**src/rtl/scl_timing_pkg.sv**
```systemverilog
`timescale 1ns/1ps
package scl_timing_pkg;

  // Clock generator phase
  typedef enum logic [2:0] {
    PH_IDLE  = 3'd0,
    PH_LOW   = 3'd1,
    PH_STALL = 3'd2,
    PH_WAIT  = 3'd3,
    PH_HIGH  = 3'd4
  } phase_e;

  // Control -> datapath strobes
  typedef struct packed {
    logic countRun;    // keep prescaler/tick counters running, else clear
    logic clrLowSeen;  // forget the "line seen low" flag
  } ctrl_strobe_t;

  // Datapath -> control status
  typedef struct packed {
    logic holdHit;   // hold delay reached in the current phase
    logic lowEnd;    // last cycle of the low phase count
    logic highEnd;   // last cycle of the high phase count
    logic lineHigh;  // synchronised SCL level
    logic lowSeen;   // synchronised SCL was low since last clear
  } dp_status_t;

endpackage

```
**src/rtl/scl_timing_dp.sv**
```systemverilog
`timescale 1ns/1ps
module scl_timing_dp import scl_timing_pkg::*; #(
  parameter int PRESC_W     = 4,
  parameter int PERIOD_W    = 8,
  parameter int DLY_W       = 4,
  parameter int SYNC_STAGES = 2
) (
  input  logic clk,
  input  logic rstN,
  input  logic enable,
  input  logic [PRESC_W+2*PERIOD_W+2*DLY_W-1:0] timingWord,
  input  logic sclIn,
  input  ctrl_strobe_t strobe,
  output dp_status_t status
);

  localparam int CNT_W = ((PERIOD_W > DLY_W + 1) ? PERIOD_W : DLY_W + 1) + 1;

  logic [PRESC_W-1:0]  cfgPresc;
  logic [PERIOD_W-1:0] cfgLow;
  logic [PERIOD_W-1:0] cfgHigh;
  logic [DLY_W-1:0]    cfgHold;
  logic [DLY_W-1:0]    cfgSetup;

  // Configuration follows the word while disabled, frozen while enabled
  always_ff @(posedge clk or negedge rstN) begin
    if (!rstN) begin
      cfgPresc <= '0;
      cfgLow   <= '0;
      cfgHigh  <= '0;
      cfgHold  <= '0;
      cfgSetup <= '0;
    end else if (!enable) begin
      {cfgPresc, cfgLow, cfgHigh, cfgHold, cfgSetup} <= timingWord;
    end
  end

  // Derived phase lengths in ticks
  logic [CNT_W-1:0] lowSpan;
  logic [CNT_W-1:0] dataSpan;
  logic [CNT_W-1:0] lowTicks;
  logic [CNT_W-1:0] highTicks;

  always_comb begin
    lowSpan   = CNT_W'(cfgLow) + CNT_W'(1);
    dataSpan  = CNT_W'(cfgHold) + CNT_W'(cfgSetup) + CNT_W'(1);
    lowTicks  = (dataSpan > lowSpan) ? dataSpan : lowSpan;
    highTicks = CNT_W'(cfgHigh) + CNT_W'(1);
  end

  // Shared prescaler and per-phase tick counter
  logic [PRESC_W-1:0] presCnt;
  logic [CNT_W-1:0]   tickCnt;
  logic               tickEdge;

  assign tickEdge = (presCnt == cfgPresc);

  always_ff @(posedge clk or negedge rstN) begin
    if (!rstN) begin
      presCnt <= '0;
      tickCnt <= '0;
    end else if (!strobe.countRun) begin
      presCnt <= '0;
      tickCnt <= '0;
    end else if (tickEdge) begin
      presCnt <= '0;
      tickCnt <= tickCnt + CNT_W'(1);
    end else begin
      presCnt <= presCnt + PRESC_W'(1);
    end
  end

  // Line synchroniser
  logic [SYNC_STAGES-1:0] syncFf;
  logic                   lowSeenQ;

  generate
    if (SYNC_STAGES > 1) begin : g_multi
      always_ff @(posedge clk or negedge rstN) begin
        if (!rstN) syncFf <= '1;
        else       syncFf <= {syncFf[SYNC_STAGES-2:0], sclIn};
      end
    end else begin : g_single
      always_ff @(posedge clk or negedge rstN) begin
        if (!rstN) syncFf <= '1;
        else       syncFf <= sclIn;
      end
    end
  endgenerate

  always_ff @(posedge clk or negedge rstN) begin
    if (!rstN)                 lowSeenQ <= 1'b0;
    else if (strobe.clrLowSeen) lowSeenQ <= 1'b0;
    else if (!syncFf[SYNC_STAGES-1]) lowSeenQ <= 1'b1;
  end

  always_comb begin
    status.holdHit  = (presCnt == '0) && (tickCnt == CNT_W'(cfgHold));
    status.lowEnd   = tickEdge && (tickCnt == lowTicks - CNT_W'(1));
    status.highEnd  = tickEdge && (tickCnt == highTicks - CNT_W'(1));
    status.lineHigh = syncFf[SYNC_STAGES-1];
    status.lowSeen  = lowSeenQ;
  end

  // no capture while the previous cycle was enabled
  assert_cfg_frozen_R9: assert property (@(posedge clk) disable iff (!rstN)
    $past(enable) |-> $stable({cfgPresc, cfgLow, cfgHigh, cfgHold, cfgSetup}));

  // prescaler never passes its terminal value
  assert_presc_bound_R2: assert property (@(posedge clk) disable iff (!rstN)
    presCnt <= cfgPresc);

endmodule

```
**src/rtl/scl_timing_ctrl.sv**
```systemverilog
`timescale 1ns/1ps
module scl_timing_ctrl import scl_timing_pkg::*; (
  input  logic clk,
  input  logic rstN,
  input  logic enable,
  input  logic runReq,
  input  logic stallReq,
  input  dp_status_t status,
  output ctrl_strobe_t strobe,
  output logic sclOut,
  output logic sdaShiftStb,
  output logic sclRiseStb
);

  phase_e phase;
  phase_e nextPhase;
  logic   driveLow;
  logic   counting;

  always_comb begin
    nextPhase = phase;
    if (!enable) begin
      nextPhase = PH_IDLE;
    end else begin
      unique case (phase)
        PH_IDLE:  if (runReq) nextPhase = PH_LOW;
        PH_LOW:   if (status.lowEnd) nextPhase = stallReq ? PH_STALL : PH_WAIT;
        PH_STALL: if (!stallReq) nextPhase = PH_WAIT;
        PH_WAIT:  if (status.lineHigh && status.lowSeen) nextPhase = PH_HIGH;
        PH_HIGH:  if (status.highEnd) nextPhase = runReq ? PH_LOW : PH_IDLE;
        default:  nextPhase = PH_IDLE;
      endcase
    end
  end

  always_ff @(posedge clk or negedge rstN) begin
    if (!rstN) phase <= PH_IDLE;
    else       phase <= nextPhase;
  end

  assign counting = (phase == PH_LOW) || (phase == PH_HIGH);
  assign driveLow = (phase == PH_LOW) || (phase == PH_STALL);

  always_comb begin
    strobe.countRun   = enable && counting && (nextPhase == phase);
    strobe.clrLowSeen = (nextPhase != phase) &&
                        ((nextPhase == PH_LOW) || (nextPhase == PH_HIGH));
    sclOut      = !(enable && driveLow);
    sdaShiftStb = enable && (phase == PH_LOW) && status.holdHit;
    sclRiseStb  = enable && !stallReq &&
                  (((phase == PH_LOW) && status.lowEnd) || (phase == PH_STALL));
  end

  // a rise strobe is followed by a released line
  assert_rise_release_R5: assert property (@(posedge clk) disable iff (!rstN)
    sclRiseStb |=> sclOut);

  // one cycle after a disabled cycle the line is released
  assert_disable_release_R8: assert property (@(posedge clk) disable iff (!rstN)
    !enable |=> sclOut);

  // high count does not start while the synchronised line is low
  assert_stretch_wait_R6: assert property (@(posedge clk) disable iff (!rstN)
    (enable && phase == PH_WAIT && !status.lineHigh) |=> (phase == PH_WAIT));

  // the stall phase is kept while requested
  assert_stall_hold_R7: assert property (@(posedge clk) disable iff (!rstN)
    (enable && phase == PH_STALL && stallReq) |=> (phase == PH_STALL));

  // the data strobe lasts a single cycle
  assert_sda_single_R4: assert property (@(posedge clk) disable iff (!rstN)
    sdaShiftStb |=> !sdaShiftStb);

endmodule

```
**src/rtl/scl_timing_gen.sv**
```systemverilog
`timescale 1ns/1ps
module scl_timing_gen import scl_timing_pkg::*; #(
  parameter int PRESC_W     = 4,
  parameter int PERIOD_W    = 8,
  parameter int DLY_W       = 4,
  parameter int SYNC_STAGES = 2
) (
  input  logic clk,
  input  logic rstN,
  input  logic enable,
  input  logic [PRESC_W+2*PERIOD_W+2*DLY_W-1:0] timingWord,
  input  logic runReq,
  input  logic stallReq,
  input  logic sclIn,
  output logic sclOut,
  output logic sdaShiftStb,
  output logic sclRiseStb
);

  ctrl_strobe_t strobe;
  dp_status_t   status;

  scl_timing_dp #(
    .PRESC_W    (PRESC_W),
    .PERIOD_W   (PERIOD_W),
    .DLY_W      (DLY_W),
    .SYNC_STAGES(SYNC_STAGES)
  ) u_dp (
    .clk       (clk),
    .rstN      (rstN),
    .enable    (enable),
    .timingWord(timingWord),
    .sclIn     (sclIn),
    .strobe    (strobe),
    .status    (status)
  );

  scl_timing_ctrl u_ctrl (
    .clk        (clk),
    .rstN       (rstN),
    .enable     (enable),
    .runReq     (runReq),
    .stallReq   (stallReq),
    .status     (status),
    .strobe     (strobe),
    .sclOut     (sclOut),
    .sdaShiftStb(sdaShiftStb),
    .sclRiseStb (sclRiseStb)
  );

endmodule

```
**config.mk**
```make
export PLATFORM = sky130hd
export DESIGN_NAME = scl_timing_gen
export DESIGN_NICKNAME = d
export VERILOG_FILES = /design/src/rtl/scl_timing_pkg.sv /design/src/rtl/scl_timing_dp.sv /design/src/rtl/scl_timing_ctrl.sv /design/src/rtl/scl_timing_gen.sv
export SDC_FILE = /design/constraint.sdc
export NUM_CORES = 1
export LEC_CHECK = 0
export BUFFER_PORTS_ARGS = -buffer_cell sky130_fd_sc_hd__buf_2
export CAP_MARGIN = 25
export CORE_MARGIN = 10
export CORE_UTILIZATION = 45
export DETAILED_ROUTE_END_ITERATION = 7
export GPL_TIMING_DRIVEN = 0
export RECOVER_POWER = 50
export SLEW_MARGIN = 40
export SYNTH_ARGS = -nofsm -noshare
export SYNTH_HDL_FRONTEND = slang
export SYNTH_SLANG_ARGS = --single-unit
```
**constraint.sdc**
```tcl
create_clock -name clk -period 9.6 [get_ports clk]
set_input_delay 1.92 -clock clk [delete_from_list [all_inputs] [get_ports clk]]
set_output_delay 1.92 -clock clk [all_outputs]
set_load 0.05 [all_outputs]
```
==> flow_summary.ini <==
[min_path]
min_path_cells = 0
hold_path.class = flip-flop to flip-flop

[sta]
setup_tns_ns = 0
slew_headroom_pct = -67.2
fin_ws_ns = 1.51
fin_skew_ns = 0.00616
drv_slew = 48
finalSetupViolCount = 0
timing.fmax_ghz = 0.124
min_period_ns = 8.09
hold_viol_final = 0
tightest_slew_ns = 2.51
fin_crit_sh_pct = 84.2
rsz0062_at_grt = false

[synth]
synthXorXnorAreaFrac_pct = 11.3
syn_nets = 421
synth_cell_types = 78
synth_ff_type = dfrtp_1
yosys.area.top_type = dfrtp_1
muxShareOfSynthArea_pct = 10.7
synthSimpleGateAreaFrac_pct = 21.4
synth.most_common_cell = dfrtp_1
ys_ff_latch = 47
syn_inst = 370
ys_seq_area_share_pct = 32.5
synth_common_cells = dfrtp_1, mux2_2, xor2_1
syn-cell-area_um2 = 3620
synthTopCellsByArea = dfrtp_1, mux2_2, xor2_1
synthAdderAreaFrac_pct = 6.08
synth_edf_count = 0
async_flop_share_pct = 100
synth_top_family_by_area = simple AND/OR/NAND/NOR gates
syn_area_per_cell_um2 = 9.80
synth_top_cell_area_share_pct = 31.1
synth_warnings = 0
synth_compound_area_share_pct = 12.2

[die]
rows = 32
design.core.area_um2 = 7770
start_util_pct = 46.7
io_pins = 37
dieArea_um2 = 12000
dieWidth_um = 110
die_y_um = 110

[finish]
nets = 463
regArea_um2 = 1180
final_layout_size_suffix_gt1_share_pct = 30.0
fin_area_um2 = 4040
area_growth_pct = 11.3
multi_input_comb_area_um2 = 2240
fill_cells = 751
antenna_cells_inserted = 0

[power_and_ir_drop]
ir_drop_v = 0.0000644
p_leak_nw = 1.78
cellPowerDensity_nw_per_um2 = 146

[route]
drc_errors = 0
ant_nets = 0
routed_wl_um = 8040
avgViaCountPerCell = 5.53
first_pass_iters = 4
vias = 2850
drt_iter0_drc = 93
wire_per_inst_um = 15.6

[clocking]
cts_htree_levels = 2
postCtsSetupBuffers = 0
cts_tree = built
cts_root_buf = clkbuf_8
insertion_delay_ns = 0.30
clkTransAtPathRegs_ns = 0.08
cts_hold_buf = 0
numCtsBuffers = 5
cts_max_path_buffers = 2
cts_resized = 0
cts.sink_count = 47

[placement]
pre_cts_slack_ns = 1.89
place.gp.congestion = 0.846
dp_hpwl_um = 6220
io_buffers = 35
placed_area_um2 = 3940

[critical_path]
critPathCaptureType = output port
crit_buf_inv = 2
critPathTopFamily = compound AO/OA/AOI/OAI gates
cp.required_ns = 7.68
crit_slowest_cell = fa_1
max_stage_delay_ns = 0.58
path_depth = 21
arrival_ns = 6.17
worstPathCellList = ha_1, fa_1, nand2_1, a2111oi_1, a211o_2, ha_1, and3_2, a221o_2, nand2_1, clkbuf_8, mux2i_1, ha_1, and2_1, nand2_1, nor4_1, nor3_1, a2111oi_2, and3_1, nand4_1, a211oi_1, buf_2
cp_max_fo = 10
rr_worst_depth = 21
critPathLaunchType = flip-flop
critical_path_class = flip-flop to output port
reg2reg_slack_ns = 3.88

[global_route]
grt-ovfl-total = 0
grt_pass1_vias = 2789
grt_usage_pct = 13.7
grt_antenna_before_repair = 0
grt_pass1_wl_um = 13400
grt_max_degree = 48

[run_status]
status = finished with violations
violations = max-capacitance violations, max-slew violations

[flow_run]
cap_violations = 1
==> layer usage <==
metal	wire (µm)	GRT usage, %	share of wire (%)
met1	3820	18.3	47
met2	3900	22.1	48
met3	231	2.40	2.9
met4	95	4.46	1.2
met5	0	0	0
==> path summary, 6_finish.rpt <==
kind                                     to       startpoint
max                              sclRiseStb  u_dp.cfgHold[0]
min                          u_dp.syncFf[1]   u_dp.syncFf[0]
max reg2reg                 u_dp.tickCnt[7]  u_dp.cfgHold[0]
min reg2reg                  u_dp.syncFf[1]   u_dp.syncFf[0]
max in group asynchronous    u_dp.cfgLow[0]             rstN
min in group asynchronous  u_dp.cfgPresc[1]             rstN
==> logic make-up after synthesis <==
kind of cell / count (synthesis)
compound gates: 59
xor+xnor: 44
fa+ha+maj: 17
buf+inv: 33
flops: 47
mux: 35
simple gates: 135
==> power breakdown <==
part	internal [mW]	switching, mW	leakage (nW)
Combinational	0.104	0.132	1.15
Sequential	0.212	0.0130	0.580
Clock	0.0658	0.0650	0.0515
==> sequential cells by signal, summed over array words and instances (netlist names) <==
register       cells
u_dp.tickCnt       9
u_dp.cfgHigh       8
u_dp.cfgLow        8
u_dp.cfgHold       4
u_dp.cfgPresc      4
u_dp.cfgSetup      4
u_dp.presCnt       4
u_ctrl.phase       3
u_dp.syncFf        2
u_dp.lowSeenQ      1
==> placed cells by master (no fill, tap or decap), drive strengths merged, types with 9 or more instances in the layout <==
master and instances:
clkbuf 17, ha 16, inv 10, xnor2 15
nor2 24, nand2 25, nand4 9, dfrtp 45
xor2 28, o21ai 12, nand3 20, mux2 30
buf 49, nor3 18
==> layout make-up <==
class / instances / share of cell area [%]
plain buffers: 23 / 4.34
clock buffers: 8 / 2.48
inverters: 10 / 0.930
multi-input cells: 290 / 55.6
flip-flops and latches: 47 / 29.2
well taps: 102 / 3.16
repair buffers: 35 / 4.31
==> through the flow <==
stage          power, mW  std cells  utilization (%)  hold slack, ns
2_1_floorplan      0.406        370                -           0.345
3_3_place_gp       0.457        507             50.6           0.345
3_5_place_dp       0.463        507             50.7           0.352
4_1_cts            0.595        515             52.0           0.364
5_1_grt            0.633        515             51.9           0.367
6_report           0.591        515             51.9           0.362
Power figures use the tool's default switching activity.
